`src/rtl/egen_pkg.sv`:
```
`timescale 1ns/1ps
package egen_pkg;
  localparam int RES_WORD_W = 32;
  localparam int RES_WORDS  = 8;
  localparam int RES_IDX_W  = $clog2(RES_WORDS);
  localparam int BUS_AW     = 8;
  localparam int BUS_DW     = 32;

  localparam logic [BUS_AW-1:0] ADDR_CMD   = 8'h00;
  localparam logic [BUS_AW-1:0] ADDR_STAT  = 8'h04;
  localparam logic [BUS_AW-1:0] ADDR_MODE  = 8'h08;
  localparam logic [BUS_AW-1:0] ADDR_IE    = 8'h10;
  localparam logic [BUS_AW-1:0] ADDR_EVT   = 8'h14;
  localparam logic [BUS_AW-1:0] ADDR_LIMIT = 8'h60;
  localparam logic [BUS_AW-1:0] ADDR_ID    = 8'hF0;
  localparam logic [2:0]        RES_PAGE   = 3'b001;

  localparam logic [BUS_DW-1:0] ID_CODE  = 32'h0000_46BC;
  localparam logic [BUS_DW-1:0] CODE_GEN = 32'd1;
  localparam logic [BUS_DW-1:0] CODE_SEED = 32'd2;
  localparam logic [BUS_DW-1:0] IE_MASK  = 32'h8000_0003;

  localparam int STAT_SEEDED = 9;
  localparam int STAT_GEN    = 30;
  localparam int STAT_RESEED = 31;
  localparam int MODE_BIT    = 3;

  typedef enum logic [1:0] {
    ST_IDLE = 2'd0,
    ST_SEED = 2'd1,
    ST_GEN  = 2'd2
  } genState_e;

  typedef struct packed {
    logic                 shiftSeed;
    logic                 shiftPool;
    logic                 latchWord;
    logic [RES_IDX_W-1:0] wordIdx;
  } dpCtrl_t;
endpackage

```
`src/rtl/egen_datapath.sv`:
```
`timescale 1ns/1ps
module egen_datapath
  import egen_pkg::*;
(
  input  logic                  clk,
  input  logic                  rstN,
  input  logic                  entropyBit,
  input  dpCtrl_t               ctrl,
  input  logic [RES_IDX_W-1:0]  rdIdx,
  output logic [RES_WORD_W-1:0] rdWord
);
  logic [RES_WORD_W-1:0] seedQ;
  logic [RES_WORD_W-1:0] poolQ;
  logic [RES_WORD_W-1:0] resultQ [RES_WORDS];
  logic [RES_WORD_W-1:0] freshWord;

  assign freshWord = {poolQ[RES_WORD_W-2:0], entropyBit} ^ seedQ;

  always_ff @(posedge clk or negedge rstN) begin
    if (!rstN) begin
      seedQ <= '0;
      poolQ <= '0;
    end else begin
      if (ctrl.shiftSeed) seedQ <= {seedQ[RES_WORD_W-2:0], entropyBit};
      if (ctrl.shiftPool) poolQ <= {poolQ[RES_WORD_W-2:0], entropyBit};
    end
  end

  always_ff @(posedge clk or negedge rstN) begin
    if (!rstN) begin
      for (int w = 0; w < RES_WORDS; w++) resultQ[w] <= '0;
    end else if (ctrl.latchWord) begin
      for (int w = 0; w < RES_WORDS; w++)
        if (ctrl.wordIdx == RES_IDX_W'(w)) resultQ[w] <= freshWord;
    end
  end

  assign rdWord = resultQ[rdIdx];

  for (genvar g = 0; g < RES_WORDS; g++) begin : gHold
    AST_RESULT_HOLD: assert property (@(posedge clk) disable iff (!rstN)
      !(ctrl.latchWord && ctrl.wordIdx == RES_IDX_W'(g)) |=> $stable(resultQ[g]));
  end
endmodule

```
`src/rtl/egen_ctrl.sv`:
```
`timescale 1ns/1ps
module egen_ctrl
  import egen_pkg::*;
#(
  parameter int SEED_CLKS = 40,
  parameter int LIMIT_W   = 16
) (
  input  logic              clk,
  input  logic              rstN,
  input  logic              busWrEn,
  input  logic [BUS_AW-1:0] busAddr,
  input  logic [BUS_DW-1:0] busWrData,
  output dpCtrl_t           dpCtrl,
  output logic [BUS_DW-1:0] statusWord,
  output logic              modeWide,
  output logic [BUS_DW-1:0] ieWord,
  output logic [1:0]        evtWord,
  output logic [LIMIT_W-1:0] limitWord
);
  localparam int CNT_MAX = (SEED_CLKS > RES_WORD_W) ? SEED_CLKS : RES_WORD_W;
  localparam int CNT_W   = $clog2(CNT_MAX + 1);
  localparam logic [CNT_W-1:0] SEED_LAST = CNT_W'(SEED_CLKS - 1);
  localparam logic [CNT_W-1:0] WORD_LAST = CNT_W'(RES_WORD_W - 1);
  localparam logic [RES_IDX_W-1:0] IDX_WIDE   = RES_IDX_W'(RES_WORDS - 1);
  localparam logic [RES_IDX_W-1:0] IDX_NARROW = RES_IDX_W'(RES_WORDS / 2 - 1);

  genState_e            state;
  logic [CNT_W-1:0]     bitCnt;
  logic [RES_IDX_W-1:0] wordIdx;
  logic                 seeded;
  logic                 pendGen;
  logic                 genWide;
  logic [LIMIT_W-1:0]   reqCnt;

  logic cmdWr, isGen, isSeed;
  logic seedEnd, wordEnd, runEnd, reseedDue;
  logic [RES_IDX_W-1:0] lastIdx;
  logic [LIMIT_W:0]     reqSum;
  logic [1:0]           evtClr, evtSet;

  assign cmdWr  = busWrEn && (busAddr == ADDR_CMD);
  assign isGen  = cmdWr && (busWrData == CODE_GEN);
  assign isSeed = cmdWr && (busWrData == CODE_SEED);

  assign lastIdx   = genWide ? IDX_WIDE : IDX_NARROW;
  assign seedEnd   = (state == ST_SEED) && (bitCnt == SEED_LAST);
  assign wordEnd   = (state == ST_GEN) && (bitCnt == WORD_LAST);
  assign runEnd    = wordEnd && (wordIdx == lastIdx);
  assign reqSum    = {1'b0, reqCnt} + (genWide ? (LIMIT_W+1)'(2) : (LIMIT_W+1)'(1));
  assign reseedDue = (limitWord != '0) && (reqSum >= {1'b0, limitWord});

  assign evtClr = (busWrEn && busAddr == ADDR_EVT) ? busWrData[1:0] : 2'b00;
  assign evtSet = {seedEnd, runEnd};

  always_ff @(posedge clk or negedge rstN) begin
    if (!rstN) begin
      modeWide  <= 1'b0;
      ieWord    <= '0;
      limitWord <= '0;
      evtWord   <= '0;
    end else begin
      if (busWrEn && busAddr == ADDR_MODE)  modeWide  <= busWrData[MODE_BIT];
      if (busWrEn && busAddr == ADDR_IE)    ieWord    <= busWrData & IE_MASK;
      if (busWrEn && busAddr == ADDR_LIMIT) limitWord <= busWrData[LIMIT_W-1:0];
      evtWord <= (evtWord & ~evtClr) | evtSet;
    end
  end

  always_ff @(posedge clk or negedge rstN) begin
    if (!rstN) begin
      state   <= ST_SEED;
      bitCnt  <= '0;
      wordIdx <= '0;
      seeded  <= 1'b0;
      pendGen <= 1'b0;
      genWide <= 1'b0;
      reqCnt  <= '0;
    end else begin
      unique case (state)
        ST_IDLE: begin
          bitCnt  <= '0;
          wordIdx <= '0;
          if (isGen) begin
            genWide <= modeWide;
            if (seeded) state <= ST_GEN;
            else begin
              state   <= ST_SEED;
              pendGen <= 1'b1;
            end
          end else if (isSeed) begin
            state  <= ST_SEED;
            reqCnt <= '0;
          end
        end
        ST_SEED: begin
          if (isGen) pendGen <= 1'b1;
          if (seedEnd) begin
            seeded  <= 1'b1;
            bitCnt  <= '0;
            wordIdx <= '0;
            pendGen <= 1'b0;
            if (pendGen || isGen) begin
              state   <= ST_GEN;
              genWide <= modeWide;
            end else begin
              state <= ST_IDLE;
            end
          end else begin
            bitCnt <= bitCnt + 1'b1;
          end
        end
        ST_GEN: begin
          if (wordEnd) begin
            bitCnt <= '0;
            if (runEnd) begin
              wordIdx <= '0;
              if (reseedDue) begin
                state  <= ST_SEED;
                reqCnt <= '0;
              end else begin
                state  <= ST_IDLE;
                reqCnt <= reqSum[LIMIT_W-1:0];
              end
            end else begin
              wordIdx <= wordIdx + 1'b1;
            end
          end else begin
            bitCnt <= bitCnt + 1'b1;
          end
        end
        default: state <= ST_IDLE;
      endcase
    end
  end

  always_comb begin
    dpCtrl.shiftSeed = (state == ST_SEED);
    dpCtrl.shiftPool = (state == ST_GEN);
    dpCtrl.latchWord = wordEnd;
    dpCtrl.wordIdx   = wordIdx;
  end

  always_comb begin
    statusWord              = '0;
    statusWord[STAT_SEEDED] = seeded;
    statusWord[STAT_GEN]    = (state == ST_GEN);
    statusWord[STAT_RESEED] = (state == ST_SEED);
  end

  AST_GEN_NEEDS_SEED: assert property (@(posedge clk) disable iff (!rstN)
    (state == ST_GEN) |-> seeded);
  AST_SEEDED_KEEP: assert property (@(posedge clk) disable iff (!rstN)
    seeded |=> seeded);
  AST_SEED_WINDOW: assert property (@(posedge clk) disable iff (!rstN)
    (state == ST_SEED) |-> (bitCnt <= SEED_LAST));
  AST_WORD_WINDOW: assert property (@(posedge clk) disable iff (!rstN)
    (state == ST_GEN) |-> (bitCnt <= WORD_LAST) && (wordIdx <= lastIdx));
  AST_NARROW_LOW: assert property (@(posedge clk) disable iff (!rstN)
    (dpCtrl.latchWord && !genWide) |-> (dpCtrl.wordIdx <= IDX_NARROW));
  AST_BUSY_HOLD: assert property (@(posedge clk) disable iff (!rstN)
    ((state == ST_GEN) && !runEnd) |=> (state == ST_GEN));
  AST_RDY_STICKY: assert property (@(posedge clk) disable iff (!rstN)
    (evtWord[0] && !evtClr[0]) |=> evtWord[0]);
  AST_AUTO_RESEED: assert property (@(posedge clk) disable iff (!rstN)
    (runEnd && reseedDue) |=> (state == ST_SEED) && (reqCnt == '0));
endmodule

```
`src/rtl/egen_top.sv`:
```
`timescale 1ns/1ps
module egen_top
  import egen_pkg::*;
#(
  parameter int SEED_CLKS = 40,
  parameter int LIMIT_W   = 16
) (
  input  logic        clk,
  input  logic        rstN,
  input  logic        entropyBit,
  input  logic        busWrEn,
  input  logic [7:0]  busAddr,
  input  logic [31:0] busWrData,
  output logic [31:0] busRdData
);
  dpCtrl_t               dpCtrl;
  logic [BUS_DW-1:0]     statusWord;
  logic                  modeWide;
  logic [BUS_DW-1:0]     ieWord;
  logic [1:0]            evtWord;
  logic [LIMIT_W-1:0]    limitWord;
  logic [RES_WORD_W-1:0] rdWord;
  logic                  resHit;

  egen_ctrl #(.SEED_CLKS(SEED_CLKS), .LIMIT_W(LIMIT_W)) u_ctrl (
    .clk(clk), .rstN(rstN), .busWrEn(busWrEn), .busAddr(busAddr),
    .busWrData(busWrData), .dpCtrl(dpCtrl), .statusWord(statusWord),
    .modeWide(modeWide), .ieWord(ieWord), .evtWord(evtWord), .limitWord(limitWord)
  );

  egen_datapath u_dp (
    .clk(clk), .rstN(rstN), .entropyBit(entropyBit), .ctrl(dpCtrl),
    .rdIdx(busAddr[RES_IDX_W+1:2]), .rdWord(rdWord)
  );

  assign resHit = (busAddr[BUS_AW-1:RES_IDX_W+2] == RES_PAGE) && (busAddr[1:0] == 2'b00);

  always_comb begin
    busRdData = '0;
    if (resHit) busRdData = rdWord;
    else begin
      unique case (busAddr)
        ADDR_STAT:  busRdData = statusWord;
        ADDR_MODE:  busRdData[MODE_BIT] = modeWide;
        ADDR_IE:    busRdData = ieWord;
        ADDR_EVT:   busRdData[1:0] = evtWord;
        ADDR_LIMIT: busRdData[LIMIT_W-1:0] = limitWord;
        ADDR_ID:    busRdData = ID_CODE;
        default:    busRdData = '0;
      endcase
    end
  end
endmodule

```
`config.mk`:
```
export PLATFORM = sky130hd
export DESIGN_NAME = egen_top
export DESIGN_NICKNAME = d
export VERILOG_FILES = /design/src/rtl/egen_pkg.sv /design/src/rtl/egen_datapath.sv /design/src/rtl/egen_ctrl.sv /design/src/rtl/egen_top.sv
export SDC_FILE = /design/constraint.sdc
export NUM_CORES = 1
export LEC_CHECK = 0
export BUFFER_PORTS_ARGS = -buffer_cell sky130_fd_sc_hd__buf_2
export CORE_ASPECT_RATIO = 0.6
export CORE_MARGIN = 2
export CORE_UTILIZATION = 62
export CTS_CLUSTER_DIAMETER = 120
export DETAILED_ROUTE_END_ITERATION = 7
export HOLD_SLACK_MARGIN = 0.05
export PLACE_DENSITY = 0.79
export SYNTH_ARGS = -nofsm -noshare
export SYNTH_HDL_FRONTEND = slang
export SYNTH_SLANG_ARGS = --single-unit
```
`constraint.sdc`:
```
create_clock -name clk -period 3.8 [get_ports clk]
set_input_delay 0 -clock clk [delete_from_list [all_inputs] [get_ports clk]]
set_output_delay 0 -clock clk [all_outputs]
set_load 0.02 [all_outputs]
```
# Word level (Yosys, flattened, before mapping)
# Cells that the tools add are included.
# Widths: inputs -> output; s select.
dict set report totals {
  input_bits 44
  output_inout_bits 32
  reg_bits 371
  word_cells 140
}
dict set report op_classes {
  bitwise_logic 5
  n_reduce_logical 35
  addsub 3
  magnitude_cmp 2
  eq_ne 31
  mux 43
}
# op count
set op_table {}
lappend op_table {{$bmux 32 s3} 1}
lappend op_table {{$mux 32} 3}
lappend op_table {{$mux 16} 5}
lappend op_table {{$pmux 16 s2} 2}
lappend op_table {{$pmux 12 s3} 1}
lappend op_table {{$eq 32x1->1 const B} 1}
lappend op_table {{$eq 32x2->1 const B} 1}
lappend op_table {{$xor 32x32->32} 1}
lappend op_table {{$mux 2} 9}
lappend op_table {{$pmux 6 s3} 1}
lappend op_table {{$reduce_and 2->1} 9}
lappend op_table {{$add 16x17->17} 1}
lappend op_table {{$ge 17x16->1} 1}
lappend op_table {{$eq 8x5->1 const B} 2}
lappend op_table {{$reduce_bool 16->1} 1}
lappend op_table {{$eq 3x3->1 const B} 4}
lappend op_table {{$logic_and 1x1->1} 12}
lappend op_table {{$mux 3} 4}
lappend op_table {{$mux 6} 2}
lappend op_table {{$ne 2x1->1 const B} 6}
lappend op_table {{$pmux 2 s3} 2}
lappend op_table {{$reduce_and 4->1} 3}
lappend op_table {{$pmux 3 s3} 1}
lappend op_table {{$eq 8x3->1 const B} 1}
lappend op_table {{other kinds (30)} 45}

# Longest topological paths before layout
# Gate-level depths: netlist (run 1).
dict set report depth {
  depth_word 8
  mapped_depth 17
  mapped_depth_nobuf 16
}

# By module
# A second synthesis (run 1) with hierarchy kept.
dict set report hier_totals {
  hier_cells 1386
  area_unflattened_um2 19027.0
}
# mod instances area_per_inst_um2 cells_each seq_area_each_um2
set by_module_without_submodules {}
lappend by_module_without_submodules {egen_datapath 1 14274.9 830 7982.7}
lappend by_module_without_submodules {egen_ctrl 1 3925.0 423 1302.5}
lappend by_module_without_submodules {egen_top 1 827.0 133 0.0}

# Worst setup path before layout (run 1)
# No wires, ideal clock.
dict set report synth_path {
  kind {reg2reg}
  from {register u_ctrl.genWide}
  to {register u_ctrl.reqCnt[5]}
  setup_time_ns 0.082
  path_stages_with_launch 17
  period_less_slack_ns 3.496
  required_time_ns 3.718
  path_slack_ns 0.304
  n_path_buf 1
  arrival_ns 3.414
  cell_sequence {dfrtp_1 > inv_1 > ha_1 > fa_1 > nand4_1 > or2_2 > nor2_1 > nand3_1 > xnor2_1 > ha_1 > and3_1 > a211oi_1 > o311ai_1 > a21oi_2 > buf_2 > a21oi_1 > o22ai_1}
}
dict set report synth_between {
  elab_chain_cells 8
  word_cells_on_any_way 13
  cone_classes {1 x add/sub; 1 x order compare; 2 x eq/ne; 6 x mux; 3 x reduce/logical}
}
# item line
set synth_rtl {}
lappend synth_rtl {{start: declaration} egen_ctrl.sv:32} ;# logic genWide;
lappend synth_rtl {{start signal: assignment} egen_ctrl.sv:84} ;# genWide <= modeWide;
lappend synth_rtl {{start signal: assignment} egen_ctrl.sv:104} ;# genWide <= modeWide;
lappend synth_rtl {{$mux 2} egen_ctrl.sv:49} ;# assign reqSum = {1'b0, reqCnt} + (genWide ? (LIMIT_W+1)'(2) : (LIMIT_W+1)'(1));
lappend synth_rtl {{$add 16x17->17} egen_ctrl.sv:49}
lappend synth_rtl {{$ge 17x16->1} egen_ctrl.sv:50} ;# assign reseedDue = (limitWord != '0) && (reqSum >= {1'b0, limitWord});
lappend synth_rtl {{$logic_and 1x1->1} egen_ctrl.sv:50}
lappend synth_rtl {{$mux 16} egen_ctrl.sv:117} ;# if (reseedDue) begin
lappend synth_rtl {{$mux 16} egen_ctrl.sv:115} ;# if (runEnd) begin
lappend synth_rtl {{$mux 16} egen_ctrl.sv:113} ;# if (wordEnd) begin
lappend synth_rtl {{$pmux 16 s2} egen_ctrl.sv:79} ;# unique case (state)
lappend synth_rtl {{end signal: assignment} egen_ctrl.sv:122} ;# reqCnt <= reqSum[LIMIT_W-1:0];
lappend synth_rtl {{end: declaration} egen_ctrl.sv:33} ;# logic [LIMIT_W-1:0] reqCnt;
# Parallel ways exist; a longest one is shown, timed or not. The select of a mux whose other input is x is not followed.
# A chain may end at the register's enable or synchronous reset.

# Final worst setup path (run 1)
dict set report layout_path {
  from {register u_ctrl.genWide}
  to {register u_ctrl.reqCnt[15]}
}
# Same word-level chain as after synthesis.

==> results of run 1 <==
-- metrics by stage --
step | std cells | worst slack [ns]
finish | 1988 | 0.110
global route | 1988 | -0.0628
CTS | 1983 | 0.00113
detailed placement | 1900 | -0.0476
global placement | 1900 | 0.120
floorplan | 1523 | 0.304
-- how the worst min path moves through the flow --
stage	from	endpoint	slack [ns]	cells past startpoint
6_report	busAddr[4]	u_ctrl.evtWord[0]$_DFF_PN0_	0.08	5
4_1_cts	busAddr[4]	u_ctrl.evtWord[0]$_DFF_PN0_	0.07	5
5_1_grt	busAddr[4]	u_ctrl.evtWord[0]$_DFF_PN0_	0.11	5
3_5_place_dp	rstN	u_dp.resultQ[57]$_DFFE_PN0P_	0.09	1
3_3_place_gp	rstN	u_dp.resultQ[57]$_DFFE_PN0P_	0.09	1
2_1_floorplan	rstN	u_ctrl.bitCnt[0]$_DFFE_PN0P_	-0.30	0
-- critical path: cells and delay by family (launching register included) --
| kind | cells | cell delay [ns] |
|---|---|---|
| buf+inv | 3 | 0.39 |
| compound gates | 4 | 0.73 |
| flops | 1 | 0.42 |
| simple gates | 6 | 1.14 |
| fa+ha+maj | 3 | 0.76 |
| xor+xnor | 1 | 0.16 |
-- synth_stat cells, types with 2 or more instances --
library cell,count
dfrtp_1,370
nand2_1,212
o21ai_0,191
nor2_1,129
a21oi_1,120
mux2_2,83
mux4_2,64
clkbuf_1,49
xnor2_1,40
inv_1,32
mux2i_1,30
ha_1,29
buf_2,23
nand3_1,21
buf_1,16
nor4_1,13
nand4_1,11
a32o_1,9
nor3_1,9
a211oi_1,6
and3_1,6
o22ai_1,6
nand2b_1,4
nor2b_1,4
xor2_1,4
a21o_1,3
or2_2,3
a221oi_1,2
a222oi_1,2
a31oi_1,2
and4_1,2
nand2_2,2
o31ai_1,2
-- final cells by class --
class	instances	area [µm²]	area share
tap	360	450	0.0234
sequential	371	9290	0.483
multi-input combinational	1031	7320	0.381
inverter	33	124	0.00644
timing repair buffer	133	907	0.0472
clock buffer	50	1000	0.0521
clock inverter	10	138	0.00716
-- layer usage --
metal | up-vias | routed length, µm | track usage
met3 | 75 | 3610 | 0.0754
met1 | 6289 | 18700 | 0.445
met4 | 4 | 788 | 0.0734
met2 | 470 | 18600 | 0.446
li1 | 5536 | - | -
met5 | - | 17 | 0
-- kinds of logic after synthesis --
family | Yosys count | synth area share
AO/OA/AOI/OAI | 354 | 0.114
XOR/XNOR | 44 | 0.0227
adder cells (fa/ha/maj) | 30 | 0.0226
buffers and inverters | 121 | 0.0285
flip-flops | 371 | 0.547
multiplexers | 177 | 0.158
AND/OR/NAND/NOR | 426 | 0.108
-- flip-flops by register name (all words and copies together) (netlist names) --
signal,count
u_ctrl.bitCnt,6
u_ctrl.modeWide,1
u_ctrl.genWide,1
u_ctrl.seeded,1
u_ctrl.reqCnt,16
u_ctrl.limitWord,16
u_ctrl.evtWord,2
u_dp.poolQ,31
u_ctrl.state,2
u_ctrl.ieWord,3
u_ctrl.wordIdx,3
u_dp.resultQ,256
u_dp.seedQ,32
u_ctrl.pendGen,1
-- what timing repair did --
action,4_1_cts,5_1_grt
setup buffers,1,5
hold endpoints to repair,123,0
resized for setup,2,20
setup endpoints to repair,16,16
hold buffers,22,0
pin swaps,1,9
-- report_power, final --
group | switching (W) | internal, W | leakage, nW
Sequential | 0.0000331 | 0.00398 | 5.04
Combinational | 0.000243 | 0.000142 | 3.14
Clock | 0.00150 | 0.00204 | 0.554
Total | 0.00177 | 0.00616 | 8.73
==> flow_summary.ini, run 1 <==
[status]
status = finished clean

[route]
wl_per_cell_um = 21.0
viasPerCell = 6.22
ant_nets = 0
firstDrtPassIters = 5
remaining_drc_errors = 0
dr.first_iter.drc_count = 1109
dr_total_vias = 12374
wl_um = 41700

[die]
dieWidth_um = 218
dieArea_um2 = 28700
io_pins = 76
die_height_um = 132
initial_utilization = 0.637
std_cell_rows = 46
core-area_um2 = 26600

[grt]
grt_pass1_vias = 12245
grt_util_all_layers = 0.299
grt_max_degree = 104
grt-ovfl-total = 0
grt_pass1_wl_um = 66700
grt_antenna_before_repair = 4

[setup_path]
cp-start-kind = flip-flop
critPathCapture = u_ctrl.reqCnt[15]$_DFFE_PN0P_
crit_path_start = u_ctrl.genWide$_DFFE_PN0P_
worstSetupEndpointType = flip-flop
critPathKind = reg -> reg
cp.required_ns = 4.24
reg2regPathDepth = 17
slowest_delay_ns = 0.42
rrSetupSlack_ns = 0.11
worstPathArrival_ns = 4.13
worstReg2RegEnd = u_ctrl.reqCnt[15]$_DFFE_PN0P_
path_common_cell = buf_4
r2r_start = u_ctrl.genWide$_DFFE_PN0P_
cp_cell_sequence = inv_1, ha_2, fa_2, nand4_1, or2_4, nor2_4, nand3_2, xnor2_2, ha_1, and3_1, a211oi_2, o311ai_2, buf_4, a21oi_4, buf_4, nand2_2, o22ai_1
crit_path_max_fanout = 7
cpMaxStageDelayCell = dfrtp_2

[timing]
fmax_mhz = 271
tns_ns = 0
hold_viol = 0
drv_slew = 0
fin_skew_ns = 0.0149
period_share = 0.971
relSlewSlack = 0.146
layout_min_cycle_time_ns = 3.69
setup_viol = 0
whs_ns = 0.0825
tightest_slew_ns = 1.26

[clock_tree]
htreeDepth = 2
insertion_delay_ns = 0.53
cts.sink_count = 371
numCtsBuffers = 35
cts_tree = built
clock_path_buffers = 3
cts_root_buf = clkbuf_16
clkTransAtPathRegs_ns = 0.07

[power]
p_leak_nw = 8.73
total_power_w = 0.00794
peakVddDrop_v = 0.000385
p_per_area_nw_per_um2 = 413

[min_path]
hold_path_class = in -> reg

[finish]
final_core_util = 0.721
mostFrequentLayoutCell = dfrtp_1
area_growth_syn_to_layout_pct = 13.3
fin_area_um2 = 19200
fillers = 1849
layout-drive-gt1-share = 0.215
final_cell_mix = dfrtp_1, nand2_1, o21ai_0, nor2_1, a21oi_1
finalNetCount = 1679
diodes = 0

[synth]
ys_async_sr_fraction = 1.00
synth-edff-count = 0
synth.avg_cell_area_um2 = 11.1
synth_cell_types = 57
syn_nets = 1597
synth.area.top_cells = dfrtp_1, mux4_2, o21ai_0, mux2_2, nand2_1
synth_top_area_share = 0.546
netlist_area_um2 = 17000
ys_seq_area_frac = 0.547
synth.yosys.warnings = 0
synth_flop_cell = dfrtp_1
yosysTopAreaCell = dfrtp_1
syn_inst = 1523
ys_seq_elements = 371

[placed_design]
port_buffers = 75
placed_cell_area_um2 = 17700
dp_hpwl_um = 26200
gp_congestion = 0.909

[flow_run]
maxCapViolations = 0
Note: power is estimated with default switching activity, not from simulation.
==> run 2: changes to the inputs <==
Settings changed: SYNTH_HIERARCHICAL set to 1.
==> run 2 against run 1 <==
Via count is 5.9% lower. Sequential share of layout area fell by 3.6 points. Cell count shrank 4.7%. Largest cell class unchanged. First-iteration DRC count is 4.6% lower. Critical endpoint is now u_ctrl/reqCnt[5]$_DFFE_PN0P_. Highest routed layer is now met4. Setup slack gained 0.16 ns. Combinational power grew 1%. Clock power decreased by 2%. Largest power group unchanged. Synthesized cell count decreased by 9.0%.
==> flow_summary.ini, run 2 <==
[status]
status = finished clean

[clock_tree]
clkTransAtPathRegs_ns = 0.07
cts_root_buf = clkbuf_16
insertion_delay_ns = 0.54
cts.sink_count = 371
htreeDepth = 2
cts_tree = built
numCtsBuffers = 35
clock_path_buffers = 3

[power]
p_per_area_nw_per_um2 = 379
p_leak_nw = 10.3
peakVddDrop_v = 0.000422

[timing]
setup_viol = 0
period_share = 0.929
hold_viol = 0
fmax_mhz = 283
relSlewSlack = 0.274
tns_ns = 0
drv_slew = 0
tightest_slew_ns = 1.09
layout_min_cycle_time_ns = 3.53
whs_ns = 0.0771
fin_skew_ns = 0.0106

[finish]
final_core_util = 0.690
layout-drive-gt1-share = 0.386
largest_register = u_dp/resultQ
finalNetCount = 1530
largest_reg_flops = 256
final_cell_mix = dfrtp_1, mux2_2, buf_2, nand2_1, conb_1
top_regs = u_dp/resultQ (256), u_dp/seedQ (32), u_dp/poolQ (31)
area_growth_syn_to_layout_pct = 9.23
diodes = 0
mostFrequentLayoutCell = dfrtp_1
layoutNonFillerInstCount = 1894

[synth]
ys_async_sr_fraction = 1.00
syn_inst = 1386
ys_seq_area_frac = 0.488
synth-edff-count = 0
ys_seq_elements = 371
synth.avg_cell_area_um2 = 13.7
synth_cell_types = 76
yosysMostFrequentCell = dfrtp_1
synth.yosys.warnings = 6
yosysTopAreaCell = dfrtp_1
ys_top_cells_by_count = dfrtp_1, mux2_2, buf_4, nand2_1, mux4_1
synth.area.top_cells = dfrtp_1, mux2_2, mux4_1, buf_4, mux4_2
synth_top_area_share = 0.487
synth_flop_cell = dfrtp_1
netlist_area_um2 = 19000

[die]
dieWidth_um = 230
initial_utilization = 0.632
core-area_um2 = 30100
die_height_um = 140
io_pins = 76
std_cell_rows = 49
dieArea_um2 = 32200

[setup_path]
worstReg2RegEnd = u_ctrl/reqCnt[5]$_DFFE_PN0P_
cp_cell_sequence = inv_1, ha_1, fa_2, nand3_1, or3_4, nor2_1, xnor2_1, inv_1, ha_1, a21o_1, a21oi_1, o31a_1, a31oi_4, or2_1, buf_4, o41ai_1
crit_path_max_fanout = 7
cp.required_ns = 4.22
cpMaxStageDelayCell = or3_4
slowest_delay_ns = 0.39
critPathKind = reg -> reg
r2r_start = u_ctrl/genWide$_DFFE_PN0P_
reg2regPathDepth = 16
worstSetupEndpointType = flip-flop
rrSetupSlack_ns = 0.27
cp-start-kind = flip-flop
worstPathArrival_ns = 3.95

[grt]
grt-ovfl-total = 0
grt_util_all_layers = 0.273
grt_pass1_wl_um = 68400
grt_pass1_vias = 11992
grt_max_degree = 110
grt_antenna_before_repair = 0

[placed_design]
dp.cells = 1809
gp_congestion = 0.879
port_buffers = 75
dp_hpwl_um = 26600

[route]
ant_nets = 0
viasPerCell = 6.15
dr_total_vias = 11648
remaining_drc_errors = 0
firstDrtPassIters = 5
dr.first_iter.drc_count = 1058
wl_per_cell_um = 22.5
wl_um = 42700

[flow_run]
maxCapViolations = 0

[min_path]
hold_path_class = in -> async
-- run 2: changes by cell type after synthesis, moves of 37 or more --
cell      previous run  this run
nand2_1            212        72
clkbuf_1            49        12
mux4_2              64        24
mux2_2              83       352
buf_4                0        88
o21ai_0            191        24
mux4_1               0        40
a21oi_1            120        10
nor2_1             129        27
-- run 2: kinds of logic (layout without fill, tap and decap cells) --
| kind of cell | after synthesis | after routing | share of synthesized area |
|---|---|---|---|
| AOI/OAI and AO/OA | 125 | 125 | 0.0505 |
| muxes | 439 | 439 | 0.306 |
| DFF | 371 | 371 | 0.488 |
| buffers and inverters | 180 | 223 | 0.0604 |
| other | 1 | 58 | 0.000197 |
| and+or+nand+nor | 193 | 193 | 0.0546 |
| xor gates and xnor gates | 52 | 52 | 0.0239 |
| adders and majority gates | 25 | 25 | 0.0168 |
-- run 2: how the worst max path moves through the flow --
stage | startpoint | endpoint | slack [ns] | depth (start not counted)
6_report | u_ctrl/genWide$_DFFE_PN0P_ | u_ctrl/reqCnt[5]$_DFFE_PN0P_ | 0.27 | 16
5_1_grt | u_ctrl/genWide$_DFFE_PN0P_ | u_ctrl/reqCnt[5]$_DFFE_PN0P_ | -0.02 | 16
4_1_cts | u_ctrl/genWide$_DFFE_PN0P_ | u_ctrl/reqCnt[2]$_DFFE_PN0P_ | 0.18 | 14
3_5_place_dp | u_ctrl/genWide$_DFFE_PN0P_ | u_ctrl/reqCnt[2]$_DFFE_PN0P_ | 0.24 | 14
3_3_place_gp | u_ctrl/genWide$_DFFE_PN0P_ | u_ctrl/reqCnt[5]$_DFFE_PN0P_ | 0.28 | 16
2_1_floorplan | u_ctrl/genWide$_DFFE_PN0P_ | u_ctrl/reqCnt[11]$_DFFE_PN0P_ | 0.41 | 18
-- run 2: power breakdown --
group | switching (W) | internal (W) | leakage (nW) | total (W)
Clock | 0.00153 | 0.00195 | 0.568 | 0.00348
Combinational | 0.000260 | 0.000129 | 4.70 | 0.000389
Sequential | 0.0000323 | 0.00398 | 5.07 | 0.00401
-- run 2: area by class of cell --
type                       count  area (µm²)
fill                        2053        9320
sequential                   371        9290
multi-input combinational    892        8870
clock buffer                  48        1020
timing repair buffer         126         861
tap                          408         510
inverter                      35         131
clock inverter                14         110
-- run 2: per-layer routing --
layer | global-route usage | share of wire | up-vias
met3 | 0.0508 | 0.066 | 68
li1 | - | - | 5146
met5 | 0 | 0 | -
met2 | 0.415 | 0.45 | 352
met1 | 0.411 | 0.47 | 6082
met4 | 0.0679 | 0.018 | 0
-- run 2: critical path: cells and delay by family, from the launching register on --
kind / cells / cell delay [ns]
AND/OR/NAND/NOR: 4 / 0.95
AO/OA/AOI/OAI: 5 / 0.90
adder cells (fa/ha/maj): 3 / 0.72
flip-flops: 1 / 0.38
buffers and inverters: 3 / 0.31
XOR/XNOR: 1 / 0.16
-- run 2: timing repair --
action                     in CTS  in global routing
hold endpoints to repair      121                  0
resized for setup               0                  3
setup buffers                   0                  2
hold buffers                   21                  0
setup endpoints to repair       0                 10
-- run 2: per-stage QoR --
stage               power [W]  area, µm²  worst slack, ns
finish                0.00788      20800            0.272
global route          0.00817      20800          -0.0201
CTS                   0.00795      20800            0.176
detailed placement    0.00445      19400            0.244
global placement      0.00444      19400            0.284
floorplan             0.00431      19200            0.413
